[src/rtl/srs_pkg.sv]
`timescale 1ns/1ps
package srs_pkg;
  localparam int NPORT = 5;
  localparam int SEL_W = 3;

  typedef enum logic [1:0] {
    OP_NEXT  = 2'd0,
    OP_JUMP  = 2'd1,
    OP_LOOP  = 2'd2,
    OP_SPARE = 2'd3
  } op_e;
endpackage

[src/rtl/srs_imem.sv]
`timescale 1ns/1ps
module srs_imem #(
  parameter int IW    = 25,
  parameter int DEPTH = 16,
  parameter int AW    = 4
) (
  input  logic          clk,
  input  logic          we,
  input  logic [AW-1:0] waddr,
  input  logic [IW-1:0] wdata,
  input  logic [AW-1:0] raddr,
  output logic [IW-1:0] rdata
);
  logic [IW-1:0] mem_q [DEPTH];

  // Storage array: no reset; every entry has its own write enable.
  always_ff @(posedge clk) begin
    for (int e = 0; e < DEPTH; e++) begin
      if (we && (waddr == AW'(e))) begin
        mem_q[e] <= wdata;
      end
    end
  end

  assign rdata = mem_q[raddr];
endmodule

[src/rtl/srs_seq.sv]
`timescale 1ns/1ps
module srs_seq import srs_pkg::*; #(
  parameter int AW    = 4,
  parameter int CW    = 4,
  parameter int DEPTH = 16
) (
  input  logic          clk,
  input  logic          rst_n,
  input  logic          clear,
  input  logic          step,
  input  op_e           op,
  input  logic [AW-1:0] target,
  input  logic [CW-1:0] count,
  output logic [AW-1:0] pc
);
  logic [AW-1:0] pc_q, pc_d, pc_inc;
  logic          act_q, act_d;
  logic [CW-1:0] cnt_q, cnt_d;
  logic          en;

  assign pc_inc = (pc_q == AW'(DEPTH - 1)) ? '0 : pc_q + AW'(1);
  assign en     = clear | step;

  always_comb begin
    pc_d  = pc_q;
    act_d = act_q;
    cnt_d = cnt_q;
    if (clear) begin
      pc_d  = '0;
      act_d = 1'b0;
      cnt_d = '0;
    end else if (step) begin
      case (op)
        OP_JUMP: pc_d = target;
        OP_LOOP: begin
          if (!act_q) begin
            if (count == '0) begin
              pc_d = pc_inc;
            end else begin
              pc_d  = target;
              act_d = 1'b1;
              cnt_d = count - CW'(1);
            end
          end else if (cnt_q == '0) begin
            pc_d  = pc_inc;
            act_d = 1'b0;
          end else begin
            pc_d  = target;
            cnt_d = cnt_q - CW'(1);
          end
        end
        default: pc_d = pc_inc;
      endcase
    end
  end

  always_ff @(posedge clk or negedge rst_n) begin
    if (!rst_n) begin
      pc_q  <= '0;
      act_q <= 1'b0;
      cnt_q <= '0;
    end else if (en) begin
      pc_q  <= pc_d;
      act_q <= act_d;
      cnt_q <= cnt_d;
    end
  end

  assign pc = pc_q;
endmodule

[src/rtl/srs_xbar.sv]
`timescale 1ns/1ps
module srs_xbar import srs_pkg::*; #(
  parameter int NP = 5,
  parameter int W  = 16
) (
  input  logic              run_en,
  input  logic [NP*SEL_W-1:0] sels,
  input  logic [NP*W-1:0]   in_data,
  input  logic [NP-1:0]     in_valid,
  input  logic [NP-1:0]     out_ready,
  input  logic [NP*W-1:0]   dyn_data,
  input  logic [NP-1:0]     dyn_valid,
  output logic [NP-1:0]     in_ready,
  output logic [NP*W-1:0]   out_data,
  output logic [NP-1:0]     out_valid,
  output logic [NP-1:0]     dyn_ready,
  output logic              fire
);
  logic [NP-1:0]    routed;
  logic [NP-1:0]    route_ok;
  logic [NP*NP-1:0] use_map;

  assign fire = run_en & (&route_ok);

  for (genvar o = 0; o < NP; o++) begin : g_out
    logic [SEL_W-1:0] sel;
    logic             src_v;
    logic [W-1:0]     src_d;
    logic [NP-1:0]    hit;

    assign sel = sels[o*SEL_W +: SEL_W];

    always_comb begin
      src_v = 1'b0;
      src_d = '0;
      hit   = '0;
      for (int i = 0; i < NP; i++) begin
        if (sel == SEL_W'(i)) begin
          src_v  = in_valid[i];
          src_d  = in_data[i*W +: W];
          hit[i] = 1'b1;
        end
      end
    end

    assign routed[o]            = run_en & (|hit);
    assign route_ok[o]          = ~routed[o] | (src_v & out_ready[o]);
    assign use_map[o*NP +: NP]  = routed[o] ? hit : '0;
    assign out_valid[o]         = routed[o] ? fire  : dyn_valid[o];
    assign out_data[o*W +: W]   = routed[o] ? src_d : dyn_data[o*W +: W];
    assign dyn_ready[o]         = ~routed[o] & out_ready[o];
  end

  for (genvar i = 0; i < NP; i++) begin : g_in
    logic used;
    always_comb begin
      used = 1'b0;
      for (int o = 0; o < NP; o++) begin
        used = used | use_map[o*NP + i];
      end
    end
    assign in_ready[i] = fire & used;
  end
endmodule

[src/rtl/static_route_switch.sv]
`timescale 1ns/1ps
module static_route_switch import srs_pkg::*; #(
  parameter int W     = 16,
  parameter int DEPTH = 16,
  parameter int CW    = 4,
  parameter int AW    = (DEPTH > 1) ? $clog2(DEPTH) : 1,
  parameter int IW    = NPORT*SEL_W + 2 + AW + CW
) (
  input  logic                clk,
  input  logic                rst_n,
  input  logic                run,
  input  logic                pc_clear,
  input  logic                prog_we,
  input  logic [AW-1:0]       prog_addr,
  input  logic [IW-1:0]       prog_data,
  input  logic [NPORT*W-1:0]  in_data,
  input  logic [NPORT-1:0]    in_valid,
  output logic [NPORT-1:0]    in_ready,
  output logic [NPORT*W-1:0]  out_data,
  output logic [NPORT-1:0]    out_valid,
  input  logic [NPORT-1:0]    out_ready,
  input  logic [NPORT*W-1:0]  dyn_data,
  input  logic [NPORT-1:0]    dyn_valid,
  output logic [NPORT-1:0]    dyn_ready
);
  localparam int NP     = NPORT;
  localparam int SELS_W = NP * SEL_W;
  localparam int OP_LSB = SELS_W;
  localparam int TG_LSB = OP_LSB + 2;
  localparam int CT_LSB = TG_LSB + AW;

  // Reset: asserted asynchronously, released after two clock edges.
  logic [1:0] rsync_q;
  logic       srst_n;
  always_ff @(posedge clk or negedge rst_n) begin
    if (!rst_n) rsync_q <= 2'b00;
    else        rsync_q <= {rsync_q[0], 1'b1};
  end
  assign srst_n = rsync_q[1];

  logic [AW-1:0] pc_q;
  logic [IW-1:0] instr;
  logic          fire;
  logic          run_en;
  logic          mem_we;

  assign mem_we = prog_we & ~run;
  assign run_en = run & ~pc_clear & srst_n;

  srs_imem #(.IW(IW), .DEPTH(DEPTH), .AW(AW)) u_imem (
    .clk   (clk),
    .we    (mem_we),
    .waddr (prog_addr),
    .wdata (prog_data),
    .raddr (pc_q),
    .rdata (instr)
  );

  srs_seq #(.AW(AW), .CW(CW), .DEPTH(DEPTH)) u_seq (
    .clk    (clk),
    .rst_n  (srst_n),
    .clear  (pc_clear),
    .step   (fire),
    .op     (op_e'(instr[OP_LSB +: 2])),
    .target (instr[TG_LSB +: AW]),
    .count  (instr[CT_LSB +: CW]),
    .pc     (pc_q)
  );

  srs_xbar #(.NP(NP), .W(W)) u_xbar (
    .run_en    (run_en),
    .sels      (instr[SELS_W-1:0]),
    .in_data   (in_data),
    .in_valid  (in_valid),
    .out_ready (out_ready),
    .dyn_data  (dyn_data),
    .dyn_valid (dyn_valid),
    .in_ready  (in_ready),
    .out_data  (out_data),
    .out_valid (out_valid),
    .dyn_ready (dyn_ready),
    .fire      (fire)
  );
endmodule

[config.mk]
export PLATFORM = sky130hd
export DESIGN_NAME = static_route_switch
export DESIGN_NICKNAME = d
export VERILOG_FILES = /design/src/rtl/srs_pkg.sv /design/src/rtl/srs_imem.sv /design/src/rtl/srs_seq.sv /design/src/rtl/srs_xbar.sv /design/src/rtl/static_route_switch.sv
export SDC_FILE = /design/constraint.sdc
export NUM_CORES = 1
export LEC_CHECK = 0
export ABC_CLOCK_PERIOD_IN_PS = 3730
export BUFFER_PORTS_ARGS = -buffer_cell sky130_fd_sc_hd__buf_2
export CORE_MARGIN = 3
export CORE_UTILIZATION = 55
export CTS_CLUSTER_SIZE = 20
export DETAILED_ROUTE_END_ITERATION = 6
export PLACE_DENSITY = 0.82
export SYNTH_ARGS = -nofsm -noshare
export SYNTH_HDL_FRONTEND = slang
export SYNTH_SLANG_ARGS = --single-unit
[constraint.sdc]
create_clock -name clk -period 3.73 [get_ports clk]
set_clock_uncertainty 0.05 [all_clocks]
set_input_delay 0.746 -clock clk [delete_from_list [all_inputs] [get_ports clk]]
set_output_delay 0.746 -clock clk [all_outputs]
set_load 0.02 [all_outputs]
==> impl_results.md <==
- Via Count: 17920
- Crit path cell chain: buf_6 > buf_12 > buf_4 > mux4_2 > mux2i_4 > mux2i_4 > nor2_1 > a32o_2 > nor4b_4 > nand4_1 > buf_6 > a31oi_4 > buf_6
- Slew @ Worst Pin: just under 800 ps
- Largest area contributor in the netlist: edfxtp_1
- Largest stage delay, worst path: 440 ps
- Worst endpoint required time: approximately 3000 ps
- Post-Syn Nets: 1713
- Final setup viols: 98
- Startpoint types: flop
- Max Buffers Root-to-Sink: 3
- Most used flip-flop cell after synthesis: edfxtp_1
- Most frequent cell on the critical path: buf_6
- Worst reg2reg path startpoint: u_seq.pc[0]
- RSZ-0062 raised after global routing: yes
- Routability Congestion: approximately 0.98
- First-pass DRT Iterations: 5
- Initial antenna violation count: 7
- Crit path launch: u_seq.pc[2]
- Max_slew headroom: 48.76%
- Arrival @ worst endpoint: 3790 ps
- Layout cells sized above 1: 51.31%
- Critical path capture point type: primary output
- Reg2Reg Depth: 11
- Tot GR Track Use: 39.00%
- Min Tclk post-route: 4581 ps
- Clock latency at the later pin of the worst-skew pair: 540 ps
- Core region area: 36960 µm²
- Pin count of the biggest net entering global routing: a little over 40
- Crit path buf inv count: 5
- CP Depth: 13
- CTS Root Cell: clkbuf_16
- Worst hold path class: reg2async
- Met3 routed WL: between 9 and 10 mm
- Finished Core Util: 77.26%
- Drt drc: 0
- Max-slew violation count: 0
- Clock sink count: 411
- CTS buffer count: 36
- Max Freq: 218.3 MHz
- Row count: 70
- Mapped Cells: 1500
- Failing checks: negative setup slack
- Static leakage: approximately 11 nW
- H-tree lvl count: 2
- Area Overhead vs Synth: 36.83%
- Max-Cap Viols: 0
- Mapped Area: ~21000 µm²
- Synth top area share: between 50 and 60%
- Worst hold slack: 304.8 ps
- First-pass GRT wire length: 116.4 mm
- CP delay by family, top: multiplexers
- Fin crit share: 122.8%
- Met2 WL post-DR: 38.78 mm
- Flop-to-flop setup slack: -70 ps
- Average size of a mapped cell: 13.91 µm²
- Asr flop ratio synth: between 2 and 3%
- Seq cells post-synth: approximately 400
- Die height: 200.8 µm
- Status: complete, but fails checks
- Final wirelength: 83.89 mm
- Final setup margin: -851.4 ps
- Critical Path Sink: in_ready[4]
- Post-DRT Antenna Nets: 0
- Most area-consuming cells after synthesis: edfxtp_1 (58%), mux4_2 (10%), mux2i_1 (6.0%)
- Sequential area share after synthesis: 58.88%
- Drt wl/cell: about 33 µm
- TNS Setup: -57440 ps
- Top layer used by detailed routing: met5
- Worst r2r dst: u_seq.pc[2]
- I/O pin total: 304
- Fin nets: approximately 2200
- CTS tree: done
- IO buf count: 303
- Synth cell types: approximately 80
- Iter 0 DRT Violations: between 2000 and 2500
- Die width: around 200 µm
- YS warnings: 0
- Vias per cell: 6.976
- GR Overflow Total: 0
- Peak VDD IR: around 0.6 mV
- Dpl hpwl: 49.32 mm
- Final design instance area without fill: 28550 µm²
- Die Footprint: 40320 µm²
- Critical setup path kind: reg2out
- Clock transition at path regs: roughly 70 ps
- Worst Path Max Fanout: 6
- Vias in the first global route: 17450
- Power Density: 360.6 nW/µm²
- Starting density of the core: between 50% and 60%
- Routed met1 length: 27.46 mm
- CP max stage cell: dfrtp_2
- DP Area: about 24000 µm²
- EDFF count, synth: 400
- Final hold vios: 0
==> sequential cells by signal, indices dropped and copies added, names as in the netlist <==
signal,flops
u_seq.cnt_q,4
u_imem.mem_q,400
rsync_q,2
u_seq.act_q,1
u_seq.pc,4
==> worst register-to-register path, delay by kind of cell (launching register included) <==
| kind | cells | cell delay (ps) |
|---|---|---|
| and+or+nand+nor | 2 | 460 |
| DFF | 1 | 490 |
| adders and majority gates | 1 | 280 |
| muxes | 2 | 1150 |
| buffers and inverters | 4 | 700 |
| AOI/OAI and AO/OA | 2 | 530 |
==> how the worst min path moves through the flow <==
stage                           endpoint  slack (ps)
after floorplan              u_seq.act_q          70
after global placement    u_seq.cnt_q[2]         250
after detailed placement     u_seq.pc[3]         260
after CTS                 u_seq.cnt_q[3]         290
after global routing         u_seq.pc[1]         290
final                        u_seq.pc[3]         300
==> timing repair <==
action / in CTS / in global routing
hold endpoints to repair: 2 / 0
setup buffers: 56 / 40
gates resized for setup: 353 / 153
hold buffers: 1 / 0
setup endpoints to repair: 99 / 97
cloned: 12 / 3
pin swaps: 66 / 77
==> layout make-up <==
class                      count  area [µm²]
antenna                        4       10.01
clock buffer                  43       948.4
clock inverter                20       210.2
fill                        2100        8406
inverter                      18       71.32
multi-input combinational    967        9218
sequential                   411       12300
tap                          504       630.6
timing repair buffer         601        5171
==> metal layers <==
| layer | up-vias | global-route usage [%] |
|---|---|---|
| li1 | 7023 | - |
| met4 | 2 | 26.42 |
| met3 | 498 | 7.978 |
| met1 | 8687 | 47.72 |
| met5 | - | 0 |
| met2 | 1705 | 63.00 |
==> per-stage QoR <==
| stage | setup slack [ps] | cells | power [mW] |
|---|---|---|---|
| after detailed placement | -377.0 | 2400 | 6.297 |
| after global routing | -922.2 | 2566 | 10.54 |
| final | -851.4 | 2568 | 10.30 |
| after global placement | -310.9 | 2400 | 6.274 |
| after CTS | -576.7 | 2530 | 10.13 |
| after floorplan | 22.82 | 1500 | 5.739 |
==> power breakdown <==
| part | total, mW | switching [mW] | internal, mW | leakage (nW) |
|---|---|---|---|---|
| Combinational | 1.40 | 0.805 | 0.594 | 6.19 |
| Sequential | 5.14 | 0.0196 | 5.12 | 3.75 |
| Clock | 3.76 | 1.65 | 2.11 | 0.566 |
| Total | 10.3 | 2.48 | 7.82 | 10.5 |
==> cells in the final DEF (no fill, tap or decap), types with 7 or more instances in the layout <==
master     instances
a21oi_1           83
a21oi_2           49
a21oi_4            9
a22oi_1            8
a22oi_2            7
a32oi_1           14
buf_12            42
buf_16             8
buf_2            218
buf_4            232
buf_6             84
buf_8              9
clkbuf_16         40
dfrtp_1            8
edfxtp_1         400
inv_1             14
mux2_2            67
mux2_4            17
mux2i_1          114
mux2i_4            8
mux4_2            95
nand2_1           66
nand2b_1           9
nand3_1            8
nor2_1           111
nor2_2            35
nor2_4            19
nor2b_1           13
o21ai_0           12
o21ai_1           15
o22ai_1           46
o22ai_2           25
==> logic make-up (layout without fill, tap and decap cells) <==
group / count (synthesis) / in the layout / synth area share (%)
flops: 411 / 411 / 58.88
compound gates: 339 / 340 / 10.35
simple gates: 315 / 315 / 6.619
mux: 305 / 305 / 20.85
buf+inv: 123 / 682 / 2.968
fa+ha+maj: 4 / 4 / 0.2398
xor+xnor: 2 / 2 / 0.08395
other cells: 1 / 5 / 0.01797
==> Yosys cell counts (8+ instances only) <==
| library cell | number |
|---|---|
| edfxtp_1 | 400 |
| nor2_1 | 165 |
| a21oi_1 | 137 |
| mux2i_1 | 125 |
| mux4_2 | 95 |
| mux2_2 | 84 |
| nand2_1 | 75 |
| o22ai_1 | 73 |
| clkbuf_1 | 40 |
| buf_2 | 36 |
| o21ai_0 | 30 |
| a32oi_1 | 19 |
| nor2b_1 | 18 |
| inv_1 | 16 |
| a22oi_1 | 14 |
| buf_4 | 13 |
| dfrtp_1 | 11 |
| nand3_1 | 11 |
| nand2b_1 | 10 |
| nor3_1 | 9 |
| buf_1 | 8 |
No activity file was read; power rests on OpenSTA's default activity.
